File: config.mk
export PLATFORM = sky130hd
export DESIGN_NAME = dram_refresh_seq
export DESIGN_NICKNAME = d
export VERILOG_FILES = /design/src/rtl/dram_rfsh_pkg.sv /design/src/rtl/dram_rfsh_dp.sv /design/src/rtl/dram_rfsh_ctrl.sv /design/src/rtl/dram_refresh_seq.sv
export SDC_FILE = /design/constraint.sdc
export NUM_CORES = 1
export LEC_CHECK = 0
export BUFFER_PORTS_ARGS = -buffer_cell sky130_fd_sc_hd__buf_2
export CAP_MARGIN = 10
export CORE_MARGIN = 3
export CORE_UTILIZATION = 45
export CTS_CLUSTER_SIZE = 14
export DETAILED_ROUTE_END_ITERATION = 8
export GPL_TIMING_DRIVEN = 1
export PLACE_DENSITY_LB_ADDON = 0.2
export SLEW_MARGIN = 40
export SYNTH_ARGS = -nofsm -noshare
export SYNTH_HDL_FRONTEND = slang
export SYNTH_HIERARCHICAL = 1
export SYNTH_SLANG_ARGS = --single-unit
export TNS_END_PERCENT = 100
File: constraint.sdc
create_clock -name clk -period 6.4 [get_ports clk]
set_clock_uncertainty 0.1 [all_clocks]
set_input_delay 1.28 -clock clk [delete_from_list [all_inputs] [get_ports clk]]
set_output_delay 1.28 -clock clk [all_outputs]
set_load 0.01 [all_outputs]
File: src/rtl/dram_rfsh_pkg.sv
package dram_rfsh_pkg;

  typedef enum logic [2:0] {
    S_PAUSE, S_IDLE, S_CASLEAD, S_RASACT, S_PRECH, S_SELFHOLD
  } seqState_e;

  typedef enum logic [1:0] {
    K_INIT, K_REF, K_SELF, K_POST
  } cycKind_e;

  typedef enum logic [1:0] {
    T_CSR, T_RAS, T_RP, T_SELF
  } timerSel_e;

  typedef struct packed {
    logic      ldTimer;
    timerSel_e timerSel;
    logic      pendDec;
    logic      clrPend;
    logic      initInc;
    logic      holdInterval;
  } rfshStrobe_t;

endpackage

File: src/rtl/dram_rfsh_dp.sv
module dram_rfsh_dp
  import dram_rfsh_pkg::*;
#(
  parameter int PAUSE_CYC     = 20000,
  parameter int INTERVAL_CYC  = 1562,
  parameter int INIT_CBR      = 8,
  parameter int MAX_PEND      = 8,
  parameter int CSR_CYC       = 2,
  parameter int RAS_CYC       = 5,
  parameter int RP_CYC        = 4,
  parameter int SELF_HOLD_CYC = 10
) (
  input  logic        clk,
  input  logic        rstN,
  input  rfshStrobe_t stb,
  output logic        timerZero,
  output logic        pendAny,
  output logic        initDone
);

  localparam int TW  = $clog2(PAUSE_CYC + SELF_HOLD_CYC + CSR_CYC + RAS_CYC + RP_CYC + 1);
  localparam int IVW = $clog2(INTERVAL_CYC + 1);
  localparam int PW  = $clog2(MAX_PEND + 1);
  localparam int IW  = $clog2(INIT_CBR + 1);

  localparam logic [TW-1:0]  PAUSE_LD = TW'(PAUSE_CYC - 1);
  localparam logic [TW-1:0]  CSR_LD   = TW'(CSR_CYC - 1);
  localparam logic [TW-1:0]  RAS_LD   = TW'(RAS_CYC - 1);
  localparam logic [TW-1:0]  RP_LD    = TW'(RP_CYC - 1);
  localparam logic [TW-1:0]  SELF_LD  = TW'(SELF_HOLD_CYC - 1);
  localparam logic [IVW-1:0] IV_LAST  = IVW'(INTERVAL_CYC - 1);
  localparam logic [PW-1:0]  PEND_MAX = PW'(MAX_PEND);
  localparam logic [IW-1:0]  INIT_MAX = IW'(INIT_CBR);

  logic [TW-1:0]  timer;
  logic [TW-1:0]  loadVal;
  logic [IVW-1:0] ivCnt;
  logic [PW-1:0]  pendCnt;
  logic [IW-1:0]  initCnt;
  logic           tick;
  logic           pendInc;

  always_comb begin
    case (stb.timerSel)
      T_CSR:   loadVal = CSR_LD;
      T_RAS:   loadVal = RAS_LD;
      T_RP:    loadVal = RP_LD;
      default: loadVal = SELF_LD;
    endcase
  end

  always_ff @(posedge clk) begin
    if (!rstN)               timer <= PAUSE_LD;
    else if (stb.ldTimer)    timer <= loadVal;
    else if (timer != '0)    timer <= timer - 1'b1;
  end
  assign timerZero = (timer == '0);

  assign tick = initDone && !stb.holdInterval && (ivCnt == IV_LAST);

  always_ff @(posedge clk) begin
    if (!rstN || stb.holdInterval) ivCnt <= '0;
    else if (initDone)             ivCnt <= (ivCnt == IV_LAST) ? '0 : ivCnt + 1'b1;
  end

  assign pendInc = tick && ((pendCnt != PEND_MAX) || stb.pendDec);

  always_ff @(posedge clk) begin
    if (!rstN || stb.clrPend) pendCnt <= '0;
    else pendCnt <= pendCnt + PW'(pendInc) - PW'(stb.pendDec);
  end
  assign pendAny = (pendCnt != '0);

  always_ff @(posedge clk) begin
    if (!rstN)                               initCnt <= '0;
    else if (stb.initInc && !initDone)       initCnt <= initCnt + 1'b1;
  end
  assign initDone = (initCnt == INIT_MAX);


  pend_limit_chk: assert property (@(posedge clk) disable iff (!rstN)
    pendCnt <= PEND_MAX);


  init_sticky_chk: assert property (@(posedge clk) disable iff (!rstN)
    !$fell(initDone));

endmodule

File: src/rtl/dram_rfsh_ctrl.sv
module dram_rfsh_ctrl
  import dram_rfsh_pkg::*;
(
  input  logic        clk,
  input  logic        rstN,
  input  logic        selfReq,
  input  logic        busGrant,
  input  logic        timerZero,
  input  logic        pendAny,
  input  logic        initDone,
  output rfshStrobe_t stb,
  output logic        busReq,
  output logic        rasN,
  output logic        casN,
  output logic        selfActive
);

  seqState_e state, nxt;
  cycKind_e  kind, kindN;
  logic      want;

  always_ff @(posedge clk) begin
    if (!rstN) begin
      state <= S_PAUSE;
      kind  <= K_INIT;
    end else begin
      state <= nxt;
      kind  <= kindN;
    end
  end

  always_comb begin
    stb   = '0;
    nxt   = state;
    kindN = kind;
    want  = !initDone || selfReq || pendAny;
    case (state)
      S_PAUSE: if (timerZero) nxt = S_IDLE;
      S_IDLE: if (want && busGrant) begin
        nxt          = S_CASLEAD;
        stb.ldTimer  = 1'b1;
        stb.timerSel = T_CSR;
        if (!initDone)    kindN = K_INIT;
        else if (selfReq) kindN = K_SELF;
        else              kindN = K_REF;
      end
      S_CASLEAD: if (timerZero) begin
        stb.ldTimer = 1'b1;
        if (kind == K_SELF) begin
          nxt          = S_SELFHOLD;
          stb.timerSel = T_SELF;
        end else begin
          nxt          = S_RASACT;
          stb.timerSel = T_RAS;
        end
      end
      S_RASACT: if (timerZero) begin
        nxt          = S_PRECH;
        stb.ldTimer  = 1'b1;
        stb.timerSel = T_RP;
      end
      S_SELFHOLD: begin
        stb.clrPend      = 1'b1;
        stb.holdInterval = 1'b1;
        if (timerZero && !selfReq) begin
          nxt          = S_PRECH;
          stb.ldTimer  = 1'b1;
          stb.timerSel = T_RP;
        end
      end
      S_PRECH: if (timerZero) begin
        case (kind)
          K_INIT: begin stb.initInc = 1'b1; nxt = S_IDLE; end
          K_REF:  begin stb.pendDec = 1'b1; nxt = S_IDLE; end
          K_SELF: begin
            nxt          = S_CASLEAD;
            kindN        = K_POST;
            stb.ldTimer  = 1'b1;
            stb.timerSel = T_CSR;
          end
          default: nxt = S_IDLE;
        endcase
      end
      default: nxt = S_IDLE;
    endcase
  end

  assign busReq     = (state != S_PAUSE) && ((state != S_IDLE) || want);
  assign rasN       = !(state inside {S_RASACT, S_SELFHOLD});
  assign casN       = !(state inside {S_CASLEAD, S_RASACT, S_SELFHOLD});
  assign selfActive = (state == S_SELFHOLD) && timerZero;


  cas_before_ras_chk: assert property (@(posedge clk) disable iff (!rstN)
    $fell(rasN) |-> $past(casN) == 1'b0);


  ras_width_chk: assert property (@(posedge clk) disable iff (!rstN)
    $fell(rasN) |=> !rasN);


  precharge_chk: assert property (@(posedge clk) disable iff (!rstN)
    $rose(rasN) |=> rasN);


  pins_idle_chk: assert property (@(posedge clk) disable iff (!rstN)
    !busReq |-> (rasN && casN));


  self_hold_chk: assert property (@(posedge clk) disable iff (!rstN)
    selfActive |-> (!rasN && !casN));

endmodule

File: src/rtl/dram_refresh_seq.sv
module dram_refresh_seq
  import dram_rfsh_pkg::*;
#(
  parameter int CLK_MHZ       = 100,
  parameter int PAUSE_US      = 200,
  parameter int INIT_CBR      = 8,
  parameter int ROWS          = 1024,
  parameter int PERIOD_MS     = 16,
  parameter int MAX_PEND      = 8,
  parameter int CSR_CYC       = 2,
  parameter int RAS_CYC       = 5,
  parameter int RP_CYC        = 4,
  parameter int SELF_HOLD_CYC = 10
) (
  input  logic clk,
  input  logic rstN,
  input  logic selfReq,
  input  logic busGrant,
  output logic busReq,
  output logic rasN,
  output logic casN,
  output logic initDone,
  output logic selfActive
);

  localparam int PAUSE_CYC    = PAUSE_US * CLK_MHZ;
  localparam int INTERVAL_CYC = (PERIOD_MS * 1000 * CLK_MHZ) / ROWS;

  rfshStrobe_t stb;
  logic        timerZero;
  logic        pendAny;

  dram_rfsh_ctrl u_ctrl (
    .clk        (clk),
    .rstN       (rstN),
    .selfReq    (selfReq),
    .busGrant   (busGrant),
    .timerZero  (timerZero),
    .pendAny    (pendAny),
    .initDone   (initDone),
    .stb        (stb),
    .busReq     (busReq),
    .rasN       (rasN),
    .casN       (casN),
    .selfActive (selfActive)
  );

  dram_rfsh_dp #(
    .PAUSE_CYC     (PAUSE_CYC),
    .INTERVAL_CYC  (INTERVAL_CYC),
    .INIT_CBR      (INIT_CBR),
    .MAX_PEND      (MAX_PEND),
    .CSR_CYC       (CSR_CYC),
    .RAS_CYC       (RAS_CYC),
    .RP_CYC        (RP_CYC),
    .SELF_HOLD_CYC (SELF_HOLD_CYC)
  ) u_dp (
    .clk       (clk),
    .rstN      (rstN),
    .stb       (stb),
    .timerZero (timerZero),
    .pendAny   (pendAny),
    .initDone  (initDone)
  );

endmodule

### Word-level counts from Yosys, hierarchy flattened

Cells that the tools add are included.

* flip-flop bits (word level): 39
* input bits: 4
* output and inout port bits: 5
* logic and storage cells: 96

* $add $sub $neg: 5
* equal/unequal tests: 20
* muxes and demuxes: 33
* reductions and logical operators: 32

Operators by type and width (count)
* 2-to-1 mux 3 bit: 12
* 2-to-1 mux 15 bit: 2
* one-hot mux 3 bit (6 select lines): 1
* zero test 15 bit: 1
* one-hot mux 3 bit (5 select lines): 1
* nonzero test 15 bit: 1
* subtractor 15 x 1 -> 15 bit (second input constant): 1
* 2-to-1 mux 2 bit: 7
* != test 2 x 1 -> 1 bit (second input constant): 7
* one-hot mux 4 bit (3 select lines): 1
* adder 11 x 1 -> 11 bit (second input constant): 1
* == test 11 bit (second input constant): 1
* 2-to-1 mux 11 bit: 1
* logical AND 1 bit: 8
* == test 3 x 2 -> 1 bit (second input constant): 2
* == test 3 bit (second input constant): 2
* zero test 1 bit: 6
* 2-to-1 mux 1 bit: 6
* AND reduction 6 bit: 1
* nonzero test 2 bit: 3
* nonzero test 3 bit: 2
* logical OR 1 bit: 5
* adder 4 x 1 -> 4 bit: 1
* adder 4 x 1 -> 4 bit (second input constant): 1
* 13 further kinds: 16

### Logic depth before layout (Yosys ltp)

* word-level depth: 10
* gate-level depth with buffers: 14
* gate-level depth less buffers: 14

### Cells and area by module

Netlist, hierarchy kept.

Modules (own cells, without submodules)
* dram_rfsh_dp: times used 1, cells each 214, area an instance 1804.2 um^2
* dram_rfsh_ctrl: times used 1, cells each 62, area an instance 475.5 um^2

### Least setup slack after synthesis

OpenSTA, ideal clock, no wires.

* kind: input port to flip-flop
* start: input port selfReq
* end: register u_dp.timer[7]
* setup time: 0.130 ns
* data arrival time: 3.379 ns
* required time: 6.170 ns
* setup slack: 2.791 ns
* cell stages on the path: 9
* buffers on the path: 2
* path through: or3b_4 -> a32oi_1 -> o32ai_1 -> clkbuf_1 -> or4_4 -> or4_1 -> buf_2 -> o31ai_1 -> a21oi_1

RTL lines
* start, declared: line dram_refresh_seq.sv:17 `input logic selfReq,`
* end signal, assigned: line dram_rfsh_dp.sv:54 `else if (stb.ldTimer) timer <= loadVal;`
* end signal, assigned: line dram_rfsh_dp.sv:55 `else if (timer != '0) timer <= timer - 1'b1;`
* end, declared: line dram_rfsh_dp.sv:35 `logic [TW-1:0] timer;`

### Worst setup path in the final report

* start: register u_dp.timer[4]
* end: output port selfActive

* cells in the longest elaborated chain, start to end: 2

Ends and longest elaborated chain
* zero test 15 bit: line dram_rfsh_dp.sv:57 `assign timerZero = (timer == '0);`
* named net timerZero: line dram_refresh_seq.sv:30 `logic timerZero;`
* logical AND 1 bit: line dram_rfsh_ctrl.sv:91 `assign selfActive = (state == S_SELFHOLD) && timerZero;`
* end, declared: line dram_refresh_seq.sv:23 `output logic selfActive`

The timed path passes the listed nets, and every way through them passes these cells.

==> impl_metrics.yaml <==
worst_setup_path:
  end_kind: "primary output"
  crit_arrival_ns: 2.46
  critPathRequiredTime_ns: 5.02
  crit_fanout: 8
  worst_setup_path_start_kind: "flip-flop"
  setup.worst_path.class: "reg2out"
sta:
  fmax_ghz: 0.2606
  slew_violations: 0
  fin_ws_ns: 2.563
  tightest_slew_ns: 0.7864
  setup_viol: 0
  finalCritPeriodShare_pct: 59.95
  tns_ns: 0
  hold_violations: 0
  relSlewSlack_pct: 47.09
  rsz0062_at_grt: "no"
  period_needed_ns: 3.837
clock_tree:
  cts_resized: 0
  cts_root_buf: "clkbuf_8"
  insertion_delay_ns: 0.30
  h-tree-depth: 2
  clkSinkCount: 39
  cts_buffer_depth: 2
  clk_pin_slew_ns: 0.08
  ctsHoldBuffers: 0
  cts_tree: "done"
  cts_setup_buffers: 0
  numCtsBuffers: 5
routing:
  drtIter0Drc: 162
  routed_wl_mm: 4.535
  drtPass1Iterations: 4
  ant_nets: 0
  dr_total_vias: 1966
  via_per_inst: 5.617
  wire_per_inst_um: 12.96
  drc_errors: 0
synth:
  synth.top_cell.area_share_pct: 34.25
  synth_seq_cells: 39
  syn_nets: 291
  synth-compound-area-share_pct: 17.40
  synth_cell_types: 60
  synth.area.top_cells: "dfxtp_1 34%, ha_1 5.5%, nor2_1 4.8%"
  yosysWarnings: 6
  synth_top_family_by_area: "simple AND/OR/NAND/NOR gates"
  muxShareOfSynthArea_pct: 0.8782
  async_flop_share_pct: 0
  synth_ff_type: "dfxtp_1"
  ys_seq_area_share_pct: 34.25
  synthTopCellsByCount: "39 x dfxtp_1, 29 x nor2_1, 24 x inv_1"
  synthAdderAreaFrac_pct: 6.367
  synth_edf_count: 0
  netlist_area_um2: 2280
  synth_xor_area_share_pct: 6.147
  post-synth-top-area-cell: "dfxtp_1"
  avgSynthCellArea_um2: 8.260
  synth_most_common_cell: "dfxtp_1"
  syn_inst: 276
  synthSimpleGateAreaFrac_pct: 28.76
pwr:
  ir_drop_v: 0.00008471
  p_leak_nw: 0.9115
  powerDensity_nw_per_um2: 190.5
global_route:
  grt_max_degree: 20
  grt_pass1_vias: 1757
  grt.met3_usage_pct: 3.638
  grt.met2_usage_pct: 23.66
  overflow: 0
  met1_usage_pct: 21.89
  antenna_found_initial: 0
  grt_first_pass_wirelength_mm: 7.879
  grt_busiest_layer: "met2"
  grt_usage_pct: 15.99
final_layout:
  fin_nets: 297
  area_delta_synth_final_pct: 8.672
  drive_above_1_share_pct: 9.894
  n_antenna_cell: 0
  design_area_um2: 2477
  fin_cells: 350
floorplan:
  num_rows: 25
  io_pins: 9
  dieArea_um2: 5956
  die_h_um: 77.18
  dieWidth_um: 77.18
  initial_utilization_pct: 47.32
  core_um2: 4817
place:
  place_ws_ns: 2.498
  io_buffers: 8
  placed_area_um2: 2360
  gp_congestion: 0.8351
  dp_cells: 342
  place_hpwl_mm: 3.195
run_status:
  outcome: "finished, final reports clean"
min_path:
  hold_path_class: "reg2reg"
flow_run:
  drv_cap: 0
worst max-delay path, cell delays in order (launching register included):
cell and delay (ns):
dfxtp_1 0.37, nor4_1 0.72, nand4_1 0.39, inv_1 0.29
inv_1 0.15, nor2_1 0.12, buf_2 0.13
final cells by class:
class	instances	area [um^2]
clock buffers	6	82.58
flip-flops and latches	39	780.7
repair buffers	9	47.55
multi-input cells	203	1358
well taps	67	83.83
fillers	478	2340
clock inverters	2	35.03
inverters	24	90.09
cell families (layout without fill, tap and decap cells):
logic type / count (synthesis) / count (layout)
muxes: 2 / 2
AOI/OAI and AO/OA: 57 / 57
and+or+nand+nor: 117 / 117
adders and majority gates: 11 / 11
DFF: 39 / 39
xor gates and xnor gates: 16 / 16
buffers and inverters: 34 / 41
cells in the final DEF, fill, tap and decap left out, types with 6 or more instances in the layout:
| cell type | synthesis | layout |
|---|---|---|
| buf_2 | 2 | 8 |
| clkbuf_8 | 0 | 6 |
| nor3_1 | 8 | 8 |
| xnor2_1 | 11 | 11 |
| nand4_1 | 7 | 7 |
| dfxtp_1 | 39 | 39 |
| a21oi_1 | 12 | 12 |
| inv_1 | 24 | 24 |
| nand2_1 | 18 | 18 |
| ha_1 | 10 | 10 |
| nor4_1 | 9 | 9 |
| o21ai_0 | 12 | 12 |
| nand3_1 | 11 | 11 |
| nor2_1 | 29 | 29 |
registers in the layout, summed over array words and instances, names as in the netlist:
name / flops
u_dp/timer: 15
u_dp/ivCnt: 11
u_dp/initCnt: 4
u_dp/pendCnt: 4
u_ctrl/state: 3
u_ctrl/kind: 2
metal layers:
| metal | up-vias | wire length (um) |
|---|---|---|
| met5 | - | 0 |
| met3 | 7 | 165 |
| met2 | 30 | 1982 |
| met4 | 0 | 74 |
| met1 | 912 | 2314 |
| li1 | 1017 | - |
stage by stage:
step | power, W | hold slack [ns] | utilization (%)
after floorplan | 0.0002587 | 0.3454 | -
after global placement | 0.0002633 | 0.3646 | 48.99
after detailed placement | 0.0002630 | 0.3744 | 48.99
after CTS | 0.0004785 | 0.3816 | 51.43
after global routing | 0.0004874 | 0.4193 | 51.43
final | 0.0004718 | 0.3782 | 51.43
final timing paths:
check / from / end / slack (ns) / depth (start not counted)
worst max register to register: u_dp/initCnt[0]$_SDFFE_PN0P_ / u_dp/timer[7]$_SDFFE_PN0P_ / 2.67 / 12
worst max-delay path: u_dp/timer[4]$_SDFFE_PN1P_ / selfActive / 2.56 / 6
worst min register to register: u_dp/timer[7]$_SDFFE_PN0P_ / u_dp/timer[7]$_SDFFE_PN0P_ / 0.38 / 2
worst min-delay path: u_dp/timer[7]$_SDFFE_PN0P_ / u_dp/timer[7]$_SDFFE_PN0P_ / 0.38 / 2
power by group:
part	total [W]	switching, W	leakage (nW)	internal [W]
combinational	0.0000121	0.00000822	0.535	0.00000386
clock	0.000214	0.0000883	0.0612	0.000126
sequential	0.000245	0.00000127	0.315	0.000244
total	0.000472	0.0000978	0.912	0.000374
Note: power is estimated with default switching activity, not from simulation.
